`config.mk`:
```
export PLATFORM = sky130hd
export DESIGN_NAME = sfc_clk_timing
export DESIGN_NICKNAME = d
export VERILOG_FILES = /design/src/rtl/sfc_pkg.sv /design/src/rtl/sfc_param_bank.sv /design/src/rtl/sfc_rate_gen.sv /design/src/rtl/sfc_select_seq.sv /design/src/rtl/sfc_clk_timing.sv
export SDC_FILE = /design/constraint.sdc
export NUM_CORES = 1
export LEC_CHECK = 0
export CAP_MARGIN = 20
export CELL_PAD_IN_SITES_DETAIL_PLACEMENT = 1
export CELL_PAD_IN_SITES_GLOBAL_PLACEMENT = 1
export CORE_ASPECT_RATIO = 1.25
export CORE_MARGIN = 10
export CORE_UTILIZATION = 43
export DETAILED_ROUTE_END_ITERATION = 7
export GPL_TIMING_DRIVEN = 1
export MAX_ROUTING_LAYER = met4
export PLACE_DENSITY_LB_ADDON = 0.1
export SYNTH_ARGS = -nofsm -noshare
export SYNTH_HDL_FRONTEND = slang
export SYNTH_HIERARCHICAL = 1
export SYNTH_SLANG_ARGS = --single-unit
```
`constraint.sdc`:
```
create_clock -name clk -period 6.6 [get_ports clk]
set_input_delay 1.98 -clock clk [delete_from_list [all_inputs] [get_ports clk]]
set_output_delay 1.98 -clock clk [all_outputs]
set_load 0.02 [all_outputs]
```
`src/rtl/sfc_pkg.sv`:
```
package sfc_pkg;

    localparam int RATE_W = 8;
    localparam int CNT_W  = 8;
    localparam int ACC_W  = RATE_W + 1;

    // Timing word layout: the rate field occupies the top byte.
    typedef struct packed {
        logic [RATE_W-1:0] rate;
        logic [CNT_W-1:0]  setup;
        logic [CNT_W-1:0]  hold;
        logic [CNT_W-1:0]  gap;
    } sel_param_t;

    typedef enum logic [2:0] {
        ST_IDLE  = 3'd0,
        ST_SETUP = 3'd1,
        ST_RUN   = 3'd2,
        ST_HOLD  = 3'd3,
        ST_GAP   = 3'd4
    } seq_state_t;

    // Power-of-two codes pass through; anything else runs at the slowest rate.
    function automatic logic [RATE_W-1:0] rate_legal(input logic [RATE_W-1:0] code);
        if (code != '0 && (code & (code - RATE_W'(1))) == '0)
            return code;
        return RATE_W'(1);
    endfunction

    // First phase at or after 'from' whose count is nonzero; idle when none is left.
    function automatic seq_state_t first_live(input logic [2:0] from,
                                              input logic s_nz,
                                              input logic b_nz,
                                              input logic h_nz,
                                              input logic g_nz);
        if (from <= 3'(ST_SETUP) && s_nz) return ST_SETUP;
        if (from <= 3'(ST_RUN)   && b_nz) return ST_RUN;
        if (from <= 3'(ST_HOLD)  && h_nz) return ST_HOLD;
        if (from <= 3'(ST_GAP)   && g_nz) return ST_GAP;
        return ST_IDLE;
    endfunction

endpackage

```
`src/rtl/sfc_param_bank.sv`:
```
module sfc_param_bank
    import sfc_pkg::*;
#(
    parameter int NUM_CS = 5,
    parameter int SEL_W  = 3,
    parameter int ADDR_W = 8
) (
    input  logic              clk,
    input  logic              rst,
    input  logic              we,
    input  logic [ADDR_W-1:0] addr,
    input  logic [31:0]       wdata,
    input  logic [SEL_W-1:0]  rd_idx,
    output sel_param_t        rd_param
);
    localparam int IDX_W = ADDR_W - 2;

    sel_param_t words [NUM_CS];

    for (genvar i = 0; i < NUM_CS; i++) begin : g_word
        logic hit;
        assign hit = we && (addr[1:0] == 2'b00) && (addr[ADDR_W-1:2] == IDX_W'(i));
        always_ff @(posedge clk) begin
            if (rst)
                words[i] <= '0;
            else if (hit)
                words[i] <= sel_param_t'(wdata);
        end
    end

    always_comb begin
        rd_param = '0;
        for (int i = 0; i < NUM_CS; i++)
            if (rd_idx == SEL_W'(i))
                rd_param = words[i];
    end

endmodule

```
`src/rtl/sfc_rate_gen.sv`:
```
module sfc_rate_gen
    import sfc_pkg::*;
(
    input  logic              clk,
    input  logic              rst,
    input  logic              clear,
    input  logic [RATE_W-1:0] code,
    output logic              tick
);
    logic [ACC_W-1:0] acc_q;
    logic [ACC_W-1:0] acc_next;

    // A half-period event occurs whenever the top accumulator bit changes.
    assign acc_next = acc_q + ACC_W'(code);
    assign tick     = acc_q[ACC_W-1] ^ acc_next[ACC_W-1];

    always_ff @(posedge clk) begin
        if (rst || clear)
            acc_q <= '0;
        else
            acc_q <= acc_next;
    end

endmodule

```
`src/rtl/sfc_select_seq.sv`:
```
module sfc_select_seq
    import sfc_pkg::*;
#(
    parameter int NUM_CS = 5,
    parameter int SEL_W  = 3,
    parameter int BITS_W = 16
) (
    input  logic              clk,
    input  logic              rst,
    input  logic              start,
    input  logic [SEL_W-1:0]  dev_sel,
    input  logic [BITS_W-1:0] xfer_bits,
    input  sel_param_t        sel_param,
    input  logic [NUM_CS-1:0] pol_vec,
    input  logic [NUM_CS-1:0] pha_vec,
    input  logic              tick,
    output logic              ready,
    output logic              done,
    output logic              sclk,
    output logic              shift_stb,
    output logic              sample_stb,
    output logic [NUM_CS-1:0] cs_n,
    output logic [RATE_W-1:0] rate_code,
    output logic              acc_clear,
    output logic              act_pol,
    output logic              act_pha
);
    localparam int CW = BITS_W + 1;

    seq_state_t        state_q;
    seq_state_t        start_live;
    seq_state_t        nxt_live;
    logic [SEL_W-1:0]  sel_q;
    logic [CNT_W-1:0]  setup_q, hold_q, gap_q;
    logic [BITS_W-1:0] bits_q;
    logic [RATE_W-1:0] rate_q;
    logic              pol_q, pha_q;
    logic [CW-1:0]     cnt_q;
    logic [CW-1:0]     target;
    logic              sclk_q, shift_q, sample_q, done_q;
    logic              sel_ok, idle_pol, sel_pol, sel_pha;
    logic              cs_act, last_tick, leading;

    assign sel_ok = int'(dev_sel) < NUM_CS;

    always_comb begin
        sel_pol = 1'b0;
        sel_pha = 1'b0;
        for (int i = 0; i < NUM_CS; i++)
            if (dev_sel == SEL_W'(i)) begin
                sel_pol = pol_vec[i];
                sel_pha = pha_vec[i];
            end
    end
    assign idle_pol = sel_pol;

    assign start_live = first_live(3'(ST_SETUP), sel_param.setup != '0, xfer_bits != '0,
                                   sel_param.hold != '0, sel_param.gap != '0);
    assign nxt_live   = first_live(3'(state_q) + 3'd1, setup_q != '0, bits_q != '0,
                                   hold_q != '0, gap_q != '0);

    // Each phase lasts two half periods per counted unit.
    always_comb begin
        unique case (state_q)
            ST_SETUP: target = CW'({setup_q, 1'b0});
            ST_RUN:   target = {bits_q, 1'b0};
            ST_HOLD:  target = CW'({hold_q, 1'b0});
            ST_GAP:   target = CW'({gap_q, 1'b0});
            default:  target = '0;
        endcase
    end

    assign last_tick = (cnt_q + CW'(1)) == target;
    assign leading   = ~cnt_q[0];
    assign cs_act    = (state_q == ST_SETUP) || (state_q == ST_RUN) || (state_q == ST_HOLD);

    always_ff @(posedge clk) begin
        if (rst) begin
            state_q  <= ST_IDLE;
            sel_q    <= '0;
            setup_q  <= '0;
            hold_q   <= '0;
            gap_q    <= '0;
            bits_q   <= '0;
            rate_q   <= RATE_W'(1);
            pol_q    <= 1'b0;
            pha_q    <= 1'b0;
            cnt_q    <= '0;
            sclk_q   <= 1'b0;
            shift_q  <= 1'b0;
            sample_q <= 1'b0;
            done_q   <= 1'b0;
        end else begin
            shift_q  <= 1'b0;
            sample_q <= 1'b0;
            done_q   <= 1'b0;
            if (state_q == ST_IDLE) begin
                sclk_q <= idle_pol;
                if (start && sel_ok) begin
                    sel_q   <= dev_sel;
                    setup_q <= sel_param.setup;
                    hold_q  <= sel_param.hold;
                    gap_q   <= sel_param.gap;
                    bits_q  <= xfer_bits;
                    rate_q  <= rate_legal(sel_param.rate);
                    pol_q   <= sel_pol;
                    pha_q   <= sel_pha;
                    cnt_q   <= '0;
                    state_q <= start_live;
                end
            end else if (tick) begin
                if (state_q == ST_RUN) begin
                    sclk_q   <= ~sclk_q;
                    sample_q <= leading ^ pha_q;
                    shift_q  <= ~(leading ^ pha_q);
                end
                if (last_tick) begin
                    cnt_q   <= '0;
                    state_q <= nxt_live;
                    if (cs_act && (nxt_live == ST_GAP || nxt_live == ST_IDLE))
                        done_q <= 1'b1;
                end else begin
                    cnt_q <= cnt_q + CW'(1);
                end
            end
        end
    end

    for (genvar i = 0; i < NUM_CS; i++) begin : g_cs
        assign cs_n[i] = ~(cs_act && (sel_q == SEL_W'(i)));
    end

    assign ready      = (state_q == ST_IDLE);
    assign acc_clear  = ready;
    assign done       = done_q;
    assign sclk       = sclk_q;
    assign shift_stb  = shift_q;
    assign sample_stb = sample_q;
    assign rate_code  = rate_q;
    assign act_pol    = pol_q;
    assign act_pha    = pha_q;

endmodule

```
`src/rtl/sfc_clk_timing.sv`:
```
module sfc_clk_timing
    import sfc_pkg::*;
#(
    parameter int NUM_CS = 5,
    parameter int SEL_W  = 3,
    parameter int ADDR_W = 8,
    parameter int BITS_W = 16
) (
    input  logic              clk,
    input  logic              rst,
    input  logic              cfg_we,
    input  logic [ADDR_W-1:0] cfg_addr,
    input  logic [31:0]       cfg_wdata,
    input  logic [NUM_CS-1:0] clk_pol,
    input  logic [NUM_CS-1:0] clk_pha,
    input  logic [SEL_W-1:0]  dev_sel,
    input  logic [BITS_W-1:0] xfer_bits,
    input  logic              start,
    output logic              ready,
    output logic              done,
    output logic              sclk,
    output logic              shift_stb,
    output logic              sample_stb,
    output logic [NUM_CS-1:0] cs_n
);
    sel_param_t        cur_param;
    logic [RATE_W-1:0] rate_code;
    logic              acc_clear;
    logic              tick;
    logic              act_pol;
    logic              act_pha;

    sfc_param_bank #(.NUM_CS(NUM_CS), .SEL_W(SEL_W), .ADDR_W(ADDR_W)) u_bank (
        .clk      (clk),
        .rst      (rst),
        .we       (cfg_we),
        .addr     (cfg_addr),
        .wdata    (cfg_wdata),
        .rd_idx   (dev_sel),
        .rd_param (cur_param)
    );

    sfc_rate_gen u_rate (
        .clk   (clk),
        .rst   (rst),
        .clear (acc_clear),
        .code  (rate_code),
        .tick  (tick)
    );

    sfc_select_seq #(.NUM_CS(NUM_CS), .SEL_W(SEL_W), .BITS_W(BITS_W)) u_seq (
        .clk        (clk),
        .rst        (rst),
        .start      (start),
        .dev_sel    (dev_sel),
        .xfer_bits  (xfer_bits),
        .sel_param  (cur_param),
        .pol_vec    (clk_pol),
        .pha_vec    (clk_pha),
        .tick       (tick),
        .ready      (ready),
        .done       (done),
        .sclk       (sclk),
        .shift_stb  (shift_stb),
        .sample_stb (sample_stb),
        .cs_n       (cs_n),
        .rate_code  (rate_code),
        .acc_clear  (acc_clear),
        .act_pol    (act_pol),
        .act_pha    (act_pha)
    );

endmodule

```
==> qor.csv <==
metric,value,unit
Root Buffer,clkbuf_16,
Post-Place Worst Slack,818,ps
first-pass GRT wire length,56.5,mm
CTS-repair resized insts,0,
DR WL/cell,21.2,um
total of max-cap violations,0,
via/cell ratio,5.64,
setup TNS,0,ps
Critical Path Fanout Max,19,
max_slew headroom,0.241,
final hold violation count,0,
I/O Buffers,82,
hold_buf cts,0,
Clock transition at path regs,60,ps
drt pass-1 iters,4,
Leak Pwr,4.83,nW
grt total ovfl,0,
Die ar.,0.0364,mm^2
Max VDD drop,0.191,mV
Final Wtd Congestion,0.794,
final number of setup-violating endpoints,0,
Area Growth Syn to Fin,16.7,%
Setup CP Type,in2reg,
core area,0.0286,mm^2
DIE WIDTH,173,um
worst hold path type,reg2reg,
Synth warnings,6,
status,completed,
power per standard cell area,258,mW/mm^2
post-layout worst setup margin,1280,ps
Mapped Cells,1206,
DRC violations left,0,
clk_skew,17.6,ps
worst-skew pair later-pin latency,530,ps
Num Clock Sinks,244,
period utilization,0.806,
Combinational Power Share,0.111,
initial antenna violation count,0,
Sw Pwr,0.000916,W
fraction of layout cells with a size suffix above 1,0.150,
fin nets,1338,
row cnt,69,
vias in the first global route,10078,
die height,211,um
setup bufs post-CTS,0,
CTS tree,yes,
R2R Setup Slk,2850,ps
Top Ports,83,
Startpoint Class,primary input,
"Req. time, crit path",7010,ps
Achievable Freq,188,MHz
syn nets,1294,
Netlist Area Pre-Place,0.0125,mm^2
cts bufs inserted,27,
Int Pwr,0.00285,W
Via Count,9365,
Switching Share,0.244,
Iter 0 DRT Violations,638,
Slew @ Worst Pin,1140,ps
Total Routing Usage GR,0.196,
Final min period,5320,ps
sequential share of power,0.463,
Final ANT Viol Nets,0,
clock buffer depth,3,
Worst setup EP type,flip-flop,
clock share of power,0.426,
DP Wirelength,24.3,mm
Total Wirelength,35.1,mm
n_diodes,0,
fin. max-slew vios,0,
"Avg Cell Area, Syn",10.4,um^2
Starting Density,0.438,
largest net degree at the start of global routing,65,
"Arr. time, crit path",5730,ps
H-tree levels,1,
RSZ-0062 raised after global routing,no,
-- routing by layer --
layer | wire length [um] | global-route usage
met1 | 15100 | 0.230
met5 | 0 | -
met4 | 554 | 0.0412
met2 | 18300 | 0.352
met3 | 1180 | 0.0256
-- registers in the layout (all words and copies together) (netlist names) --
| name | count |
|---|---|
| u_bank/words | 160 |
| u_rate/acc_q | 8 |
| u_seq/rate_code | 8 |
| u_seq/shift_stb | 1 |
| u_seq/setup_q | 8 |
| u_seq/cnt_q | 17 |
| u_seq/sel_q | 3 |
| u_seq/state_q | 3 |
| u_seq/sample_stb | 1 |
| u_seq/bits_q | 16 |
| u_seq/hold_q | 8 |
| u_seq/sclk | 1 |
| u_seq/done | 1 |
| u_seq/act_pha | 1 |
| u_seq/gap_q | 8 |
-- worst paths after layout --
path                    startpoint                 end  cells after the start
hold / removal      u_seq/gap_q[2]      u_seq/gap_q[2]                      2
hold reg to reg     u_seq/gap_q[2]      u_seq/gap_q[2]                      2
setup / recovery        dev_sel[2]  u_seq/rate_code[0]                     12
setup reg to reg  u_seq/state_q[0]      u_seq/cnt_q[4]                      9
-- layout by cell type (no fill, tap or decap), types with 4 or more instances in the layout --
| cell | n |
|---|---|
| nand2_1 | 181 |
| edfxtp_1 | 160 |
| and2_1 | 100 |
| nor2_1 | 96 |
| dfxtp_1 | 84 |
| clkdlybuf4s50_1 | 79 |
| nor3_2 | 61 |
| a21oi_1 | 54 |
| a31oi_1 | 34 |
| a32oi_1 | 32 |
| mux2_2 | 31 |
| clkbuf_16 | 27 |
| nor4_1 | 26 |
| o21ai_0 | 21 |
| xnor2_1 | 21 |
| buf_4 | 20 |
| nand3_1 | 18 |
| xor2_1 | 18 |
| ha_1 | 14 |
| nand3b_1 | 12 |
| inv_1 | 11 |
| nor3_1 | 11 |
| a22oi_1 | 11 |
| nand4_1 | 10 |
| clkbuf_8 | 8 |
| nor2b_1 | 7 |
| a211oi_1 | 7 |
| nand2b_1 | 7 |
| clkbuf_1 | 6 |
| or3_1 | 6 |
| bufinv_16 | 4 |
| nor4_4 | 4 |
| o211ai_1 | 4 |
-- stage by stage --
step / total power, W / instance area (um^2) / std cells / util / hold slack, ps
after CTS: 0.00380 / 14600 / 1659 / 0.510 / 483
after floorplan: 0.00201 / 12500 / 1206 / - / 449
final: 0.00376 / 14600 / 1660 / 0.511 / 477
after global routing: 0.00392 / 14600 / 1660 / 0.511 / 509
after detailed placement: 0.00219 / 13600 / 1610 / 0.477 / 474
after global placement: 0.00218 / 13600 / 1610 / 0.477 / 467
-- power by group through the flow --
| stage | Clock (W) | Combinational [W] | Sequential, W |
|---|---|---|---|
| floorplan | 0 | 0.000256 | 0.00176 |
| global placement | 0 | 0.000412 | 0.00177 |
| detailed placement | 0 | 0.000420 | 0.00177 |
| CTS | 0.00164 | 0.000423 | 0.00174 |
| global route | 0.00171 | 0.000461 | 0.00175 |
| finish | 0.00160 | 0.000419 | 0.00174 |
-- worst max-delay path, cell delays in order --
cell,delay (ps)
clkdlybuf4s50_1,820
and3b_1,530
a32oi_1,330
a31oi_1,190
nor4_1,580
nand2b_1,210
o21ai_0,220
o21ai_0,120
o32ai_1,150
and3_1,360
nor2b_1,180
o21bai_1,60
-- area by class of cell --
cell class,instances,area [um^2]
fillers,3088,14000
flip-flops and latches,244,6490
multi-input cells,862,5660
repair buffers,103,976
clock buffers,41,808
well taps,390,488
clock inverters,8,148
inverters,12,45.0
Power figures use the tool's default switching activity.
